<file path="src/rtl/mrgn_pkg.sv">
package mrgn_pkg;
  localparam logic [1:0] PIN_LOW  = 2'b00;
  localparam logic [1:0] PIN_HIGH = 2'b01;

  typedef enum logic [1:0] {
    SRC_CMD = 2'd0,
    SRC_LO  = 2'd1,
    SRC_HI  = 2'd2
  } src_e;

  localparam int NUM_SRC = 3;
endpackage

</file>
<file path="src/rtl/mrgn_clamp.sv">
module mrgn_clamp #(
  parameter int W   = 9,
  parameter int LIM = 250
) (
  input  logic signed [W-1:0] raw_i,
  output logic signed [W-1:0] lim_o
);
  localparam logic signed [W-1:0] HI = $signed(W'(LIM));
  localparam logic signed [W-1:0] LO = -HI;

  always_comb begin
    if (raw_i > HI)      lim_o = HI;
    else if (raw_i < LO) lim_o = LO;
    else                 lim_o = raw_i;
  end
endmodule

</file>
<file path="src/rtl/mrgn_tgt_sel.sv">
module mrgn_tgt_sel
  import mrgn_pkg::*;
#(
  parameter int W = 9
) (
  input  logic signed [W-1:0] val_i [NUM_SRC],
  input  logic [1:0]          pin_i,
  input  logic [1:0]          op_i,
  output logic signed [W-1:0] tgt_o
);
  src_e src;

  // pin overrides operation field; op 11 falls back to nominal
  always_comb begin
    if (pin_i == PIN_LOW)       src = SRC_LO;
    else if (pin_i == PIN_HIGH) src = SRC_HI;
    else begin
      unique case (op_i)
        2'b01:   src = SRC_LO;
        2'b10:   src = SRC_HI;
        default: src = SRC_CMD;
      endcase
    end
  end

  assign tgt_o = val_i[src];
endmodule

</file>
<file path="src/rtl/mrgn_ramp.sv">
module mrgn_ramp #(
  parameter int W = 9
) (
  input  logic                clk_i,
  input  logic                rst_ni,
  input  logic signed [W-1:0] tgt_i,
  input  logic                step_i,
  input  logic                bypass_i,
  output logic signed [W-1:0] q_o,
  output logic                at_tgt_o
);
  localparam logic signed [W-1:0] ONE = $signed(W'(1));

  logic signed [W-1:0] q;

  always_ff @(posedge clk_i or negedge rst_ni) begin
    if (!rst_ni)               q <= '0;
    else if (bypass_i)         q <= tgt_i;
    else if (step_i) begin
      if (q < tgt_i)           q <= q + ONE;
      else if (q > tgt_i)      q <= q - ONE;
    end
  end

  assign q_o      = q;
  assign at_tgt_o = (q == tgt_i);
endmodule

</file>
<file path="src/rtl/mrgn_ref_ramp.sv">
module mrgn_ref_ramp
  import mrgn_pkg::*;
#(
  parameter int W   = 9,
  parameter int LIM = 250
) (
  input  logic                clk_i,
  input  logic                rst_ni,
  input  logic signed [W-1:0] cmd_i,
  input  logic signed [W-1:0] mhi_i,
  input  logic signed [W-1:0] mlo_i,
  input  logic [1:0]          pin_i,
  input  logic [1:0]          op_i,
  input  logic                step_i,
  input  logic                bypass_i,
  output logic signed [W-1:0] ofs_o,
  output logic                settled_o
);
  logic signed [W-1:0] raw [NUM_SRC];
  logic signed [W-1:0] lim [NUM_SRC];
  logic signed [W-1:0] tgt;

  assign raw[SRC_CMD] = cmd_i;
  assign raw[SRC_LO]  = mlo_i;
  assign raw[SRC_HI]  = mhi_i;

  for (genvar g = 0; g < NUM_SRC; g++) begin : g_clamp
    mrgn_clamp #(.W(W), .LIM(LIM)) i_clamp (
      .raw_i (raw[g]),
      .lim_o (lim[g])
    );
  end

  mrgn_tgt_sel #(.W(W)) i_sel (
    .val_i (lim),
    .pin_i (pin_i),
    .op_i  (op_i),
    .tgt_o (tgt)
  );

  mrgn_ramp #(.W(W)) i_ramp (
    .clk_i    (clk_i),
    .rst_ni   (rst_ni),
    .tgt_i    (tgt),
    .step_i   (step_i),
    .bypass_i (bypass_i),
    .q_o      (ofs_o),
    .at_tgt_o (settled_o)
  );
endmodule

</file>
<file path="config.mk">
export PLATFORM = sky130hd
export DESIGN_NAME = mrgn_ref_ramp
export DESIGN_NICKNAME = d
export VERILOG_FILES = /design/src/rtl/mrgn_pkg.sv /design/src/rtl/mrgn_clamp.sv /design/src/rtl/mrgn_tgt_sel.sv /design/src/rtl/mrgn_ramp.sv /design/src/rtl/mrgn_ref_ramp.sv
export SDC_FILE = /design/constraint.sdc
export NUM_CORES = 1
export LEC_CHECK = 0
export ABC_AREA = 1
export BUFFER_PORTS_ARGS = -buffer_cell sky130_fd_sc_hd__clkbuf_2
export CORE_MARGIN = 2
export CORE_UTILIZATION = 40
export CTS_CLUSTER_SIZE = 28
export DETAILED_ROUTE_END_ITERATION = 10
export PLACE_DENSITY = 0.74
export SLEW_MARGIN = 20
export SYNTH_ARGS = -nofsm -noshare
export SYNTH_HDL_FRONTEND = slang
export SYNTH_SLANG_ARGS = --single-unit
</file>
<file path="constraint.sdc">
create_clock -name clk_i -period 6.35 [get_ports clk_i]
set_input_delay 1.27 -clock clk_i [delete_from_list [all_inputs] [get_ports clk_i]]
set_output_delay 1.27 -clock clk_i [all_outputs]
set_load 0.02 [all_outputs]
</file>
Word level (Yosys, flattened, before mapping)
Cells that the tools add are included.
- add/subtract/negate cells: 2
- magnitude comparators: 9
- equality and inequality tests: 4
- mux-type cells: 16
- bitwise operators: 1
- reductions and logical operators: 4
- operators by type and width (kind ; number):
    $mux 9 ; 12
    $gt 9x9->1 const B ; 3
    $lt 9x9->1 const B ; 3
    $bmux 9 s2 ; 1
    $add 9x2->9 const B ; 1
    $eq 9x9->1 ; 1
    $gt 9x9->1 ; 1
    $lt 9x9->1 ; 1
    $sub 9x2->9 const B ; 1
    $eq 2x1->1 const B ; 2
    $mux 2 ; 2
    $pmux 2 s2 ; 1
    $ge 3x3->1 const B ; 1
    $not 2->3 ; 1
    $reduce_bool 3->1 ; 1
    $eq 2x2->1 const B ; 1
    $logic_not 2->1 ; 1
    $reduce_and 2->1 ; 1
    $reduce_bool 2->1 ; 1
- flip-flop bits (word level): 9
- input port bits: 35
- output and inout port bits: 10
- logic and storage cells: 37

Longest topological paths before layout
- word-level depth: 13
- gate-level depth with buffers: 27

Modules after synthesis
A second synthesis with hierarchy kept.
- cells, all modules: 366
- area, all modules: 1989.4 um^2
- modules (own cells, without submodules) (module ; times used ; cells each ; area an instance (um^2) ; sequential area each (um^2)):
    mrgn_ramp ; 1 ; 169 ; 1079.8 ; 225.2
    mrgn_clamp ; 3 ; 41 ; 178.9 ; 0.0
    mrgn_tgt_sel ; 1 ; 74 ; 372.9 ; 0.0

Worst setup path after synthesis
No wires, ideal clock.
- path kind: input -> register
- start: in mlo_i[5]
- end: reg i_ramp.q[7], in the netlist i_ramp.q_o[7]
- setup time: 0.124 ns
- arrival: 4.496 ns
- data required time: 6.226 ns
- slack: 1.730 ns
- cell stages on the path: 23
- buffers on the path: 0
- cell sequence: inv_1 > nand3_1 > o41ai_1 > ha_1 > or2_2 > o21ai_0 > nand2_1 > nand2_1 > ha_1 > nand2_1 > nor2_1 > o21ai_2 > nand2_2 > nand2_1 > nand2_1 > ha_1 > a21oi_1 > nand2_1 > nand4_1 > nand2_1 > or2_2 > nand3_1 > nand3_1
- word-level cells in the longest chain between the ends: 10
- elaborated cells on any way between the ends: 14
- ends and longest elaborated chain (item ; RTL line ; source):
    start, declared ; mrgn_ref_ramp.sv:11 ; input logic signed [W-1:0] mlo_i,
    $lt 9x9->1 ; mrgn_clamp.sv:13 ; else if (raw_i < LO) lim_o = LO;
    $mux 9 ; mrgn_clamp.sv:13 ;
    $mux 9 (*) ; mrgn_clamp.sv:12 ; if (raw_i > HI) lim_o = HI;
    $bmux 9 s2 (*) ; mrgn_tgt_sel.sv:26 ; assign tgt_o = val_i[src];
    $mux 9 (implied by the code) (*) (2 in series) ; mrgn_tgt_sel.sv:26 ;
    $lt 9x9->1 ; mrgn_ramp.sv:20 ; if (q < tgt_i) q <= q + ONE;
    $mux 9 ; mrgn_ramp.sv:20 ;
    $mux 9 ; mrgn_ramp.sv:19 ; else if (step_i) begin
    $mux 9 ; mrgn_ramp.sv:18 ; else if (bypass_i) q <= tgt_i;
    end signal, assigned ; mrgn_ramp.sv:18 ;
    end signal, assigned ; mrgn_ramp.sv:20 ;
    end signal, assigned ; mrgn_ramp.sv:21 ; else if (q > tgt_i) q <= q - ONE;
    end, declared ; mrgn_ramp.sv:14 ; logic signed [W-1:0] q;
Every way passes the cells marked *; elsewhere a longest branch is shown, timed or not. The select of a mux whose other input is x is not followed.
A chain may end at the register's enable or synchronous reset.

Worst setup path in the final report
Ends and elaborated chain as after synthesis.

==> results by group <==
Routing
  • First-iteration detailed-routing DRC count: 106
  • DRC: 0
  • Final ANT Viol Nets: 0
  • Routed wire length: 4.013 mm
  • Vias/cell: 5.093
  • Drt pass-1 iters: 4
  • Via Count: 1,869
  • Wire length per cell: 10.93 um

Power
  • Total Power: 0.9159 mW
  • P_leak: 1.139 nW
  • Sw frac: 55.23%
  • Clock share of power: 7.4%
  • Power Internal: 0.4100 mW
  • IR drop worst, VDD: 188.1 uV
  • Flop pwr share: 13.0%
  • Net Switching: 0.5059 mW
  • Combinational fraction of design power: 79.5%
  • Pwr Density: 465.6 mW/mm2

Critical path
  • Crit-path max FO: 8
  • Critical path class: in2reg
  • R2R Path End: i_ramp.q_o[7]
  • R2R Setup Slk: 3.36 ns
  • R2R cell count: 17
  • Crit start category: input pin
  • CP arrival: 4.97 ns
  • Critical path required time: 6.47 ns
  • RR Startpoint: i_ramp.q_o[8]
  • CP endpoint kind: flop

STA
  • Period utilisation layout: 76.45%
  • Final min period: 4.855 ns
  • Skew final: 0.002700 ns
  • Finish-stage setup viols: 0
  • Fmax: 0.2060 GHz
  • Slew @ Worst Pin: 0.5760 ns
  • Max-slew headroom: 61.46%
  • Setup TNS: 0 ns
  • Max-slew violations: 0
  • Fin. Hold Viols: 0
  • Min Hold Slack: 0.5768 ns
  • RSZ-0062 raised after global routing: no

CTS
  • Clock insertion delay at the later pin of the skew report: 0.24 ns
  • Maximum clock path buffer count: 2
  • Worst-path clk slew: 0.05 ns
  • CTS tree: yes
  • CTS sink count: 9
  • Total CTS buffers: 3
  • Setup bufs post-CTS: 0
  • H-Tree Depth: 1
  • CTS Root Cell: clkbuf_8
  • Cts hold-fix bufs: 0
  • Post-cts sizing count: 0

Global routing
  • Tot GR Track Use: 18.79%
  • GRT Residual Overflow: 0
  • Pin count of the biggest net entering global routing: 12
  • Vias in the first global route: 1,671
  • Initial antenna violation count: 0
  • First-pass GRT wire length: 6.817 mm

Synthesis
  • Post-synth top cells: 82 x nand2_1, 37 x nand3_1, 34 x inv_1, 19 x ha_1, 17 x nor2_1
  • Post-Synth Adder-Cell Area: 15.61%
  • Complex-gate fraction of the synthesized area: 13.64%
  • Yosys reg bits: 9
  • Synth top area share: 18.64%
  • Most numerous cell in the Yosys netlist: nand2_1
  • Synth Area in XOR/XNOR: 2.652%
  • YS warnings: 0
  • Largest area contributor in the netlist: nand2_1
  • Mux contribution to synthesized area: 0%
  • Synth unique cells: 29
  • Sequential cell area fraction in the yosys report: 13.64%
  • Synthesized cell area: 0.001652 mm2
  • Mapped Cells: 271
  • Predominant post-synthesis flop cell: dfrtp_1
  • Syn nets: 326
  • Post-synth EDFFs: 0
  • Synth Area in Simple Gates: 45.23%
  • Largest family of logic cells by synthesized area: simple AND/OR/NAND/NOR gates
  • Top area cells in the synthesized netlist: nand2_1 19%, ha_1 14%, dfrtp_1 14%
  • Synthesized area per cell: 6.094 um2
  • Asr flop ratio synth: 100.0%

Layout
  • Fraction of layout cells with a size suffix above 1: 20.50%
  • Area occupied by multi-input gates: 0.001274 mm2
  • # diodes: 0
  • Seq. cell area: 225.2 um2
  • Max reg flops: 9
  • Area delta synth->final: 19.09%
  • NumNets Final: 373
  • Fillers: 423

Placement
  • Hpwl dp: 3.514 mm
  • PortBufs: 44
  • Placer congestion estimate: 0.8967

Hold path
  • Tightest Hold Check Type: reg2reg
  • Hold Path Depth: 2
  • Worst Hold End: i_ramp.q_o[3]
  • Hold path startpoint: i_ramp.q_o[3]

Run status
  • Outcome: complete, no violations

Die
  • Initial Utilization: 41.29%
  • Row count: 23
  • Core area: 0.004000 mm2
  • Die width: 68.26 um
  • DIE AREA: 0.004659 mm2
  • Die height: 68.26 um
  • Number of top-level pins: 45

Run
  • Max-cap violations: 0
==> worst max-delay path by stage <==
stage | start | endpoint | cells past startpoint
floorplan | mlo_i[5] | i_ramp.q_o[7] | 23
global placement | mlo_i[5] | i_ramp.q_o[7] | 26
detailed placement | mlo_i[7] | i_ramp.q_o[7] | 26
CTS | mlo_i[7] | i_ramp.q_o[7] | 26
global route | cmd_i[6] | i_ramp.q_o[7] | 25
finish | mlo_i[5] | i_ramp.q_o[7] | 24
==> worst max-delay path, cell delays in order <==
cell,delay (ns)
clkbuf_2,0.08
inv_1,0.08
nand3_1,0.08
o41ai_1,0.28
ha_1,0.37
or2_2,0.30
o21ai_0,0.16
nand2_1,0.08
nand2_1,0.07
ha_1,0.25
nand2_1,0.07
nor2_1,0.05
o21ai_2,0.18
nand2_2,0.08
nand2_1,0.08
nand2_1,0.21
ha_1,0.43
a21oi_1,0.19
nand2_1,0.11
nand4_1,0.08
nand2_1,0.07
or2_2,0.27
nand3_1,0.08
nand3_1,0.06
==> cells in the final DEF (no fill, tap or decap), drive strengths merged <==
cell type,n
nand2,87
o41ai,3
inv,36
a31oi,2
nand3,38
clkbuf,48
xor2,5
nor3,4
nand4,6
dfrtp,9
fa,1
nor2,23
nand3b,4
ha,19
a21o,3
o211ai,6
and2,1
o21ai,12
or2,2
a21oi,8
==> per-layer routing <==
metal	wire length [um]	GRT usage, %
met1	1957	23.56
met2	1866	35.07
met3	162	0.6579
met4	27	4.500
met5	0	0
==> metrics by stage <==
step / util, % / worst slack (ns) / cell area [um2] / cells
global placement: 48.05 / 1.334 / 1922 / 363
CTS: 49.17 / 1.459 / 1967 / 367
detailed placement: 48.05 / 1.216 / 1922 / 363
finish: 49.17 / 1.495 / 1967 / 367
floorplan: - / 1.730 / 1652 / 271
global route: 49.17 / 1.025 / 1967 / 367
==> power groups by stage <==
stage / Clock [mW] / Combinational [mW] / Sequential (mW)
floorplan: 0 / 0.539 / 0.139
global placement: 0 / 0.713 / 0.120
detailed placement: 0 / 0.721 / 0.121
CTS: 0.0688 / 0.726 / 0.120
global route: 0.0721 / 0.823 / 0.124
finish: 0.0681 / 0.728 / 0.119
==> layout make-up <==
class,instances,area share (%)
Inverter,36,7.125
Timing Repair Buffer,44,11.20
Clock buffer,4,2.290
Tap cell,50,3.181
Sequential cell,9,11.45
Multi-Input combinational cell,224,64.76
==> cells by family after synthesis <==
family | after synthesis
compound gates | 34
buf+inv | 38
flops | 9
xor+xnor | 5
simple gates | 165
fa+ha+maj | 20
Power figures use the tool's default switching activity.
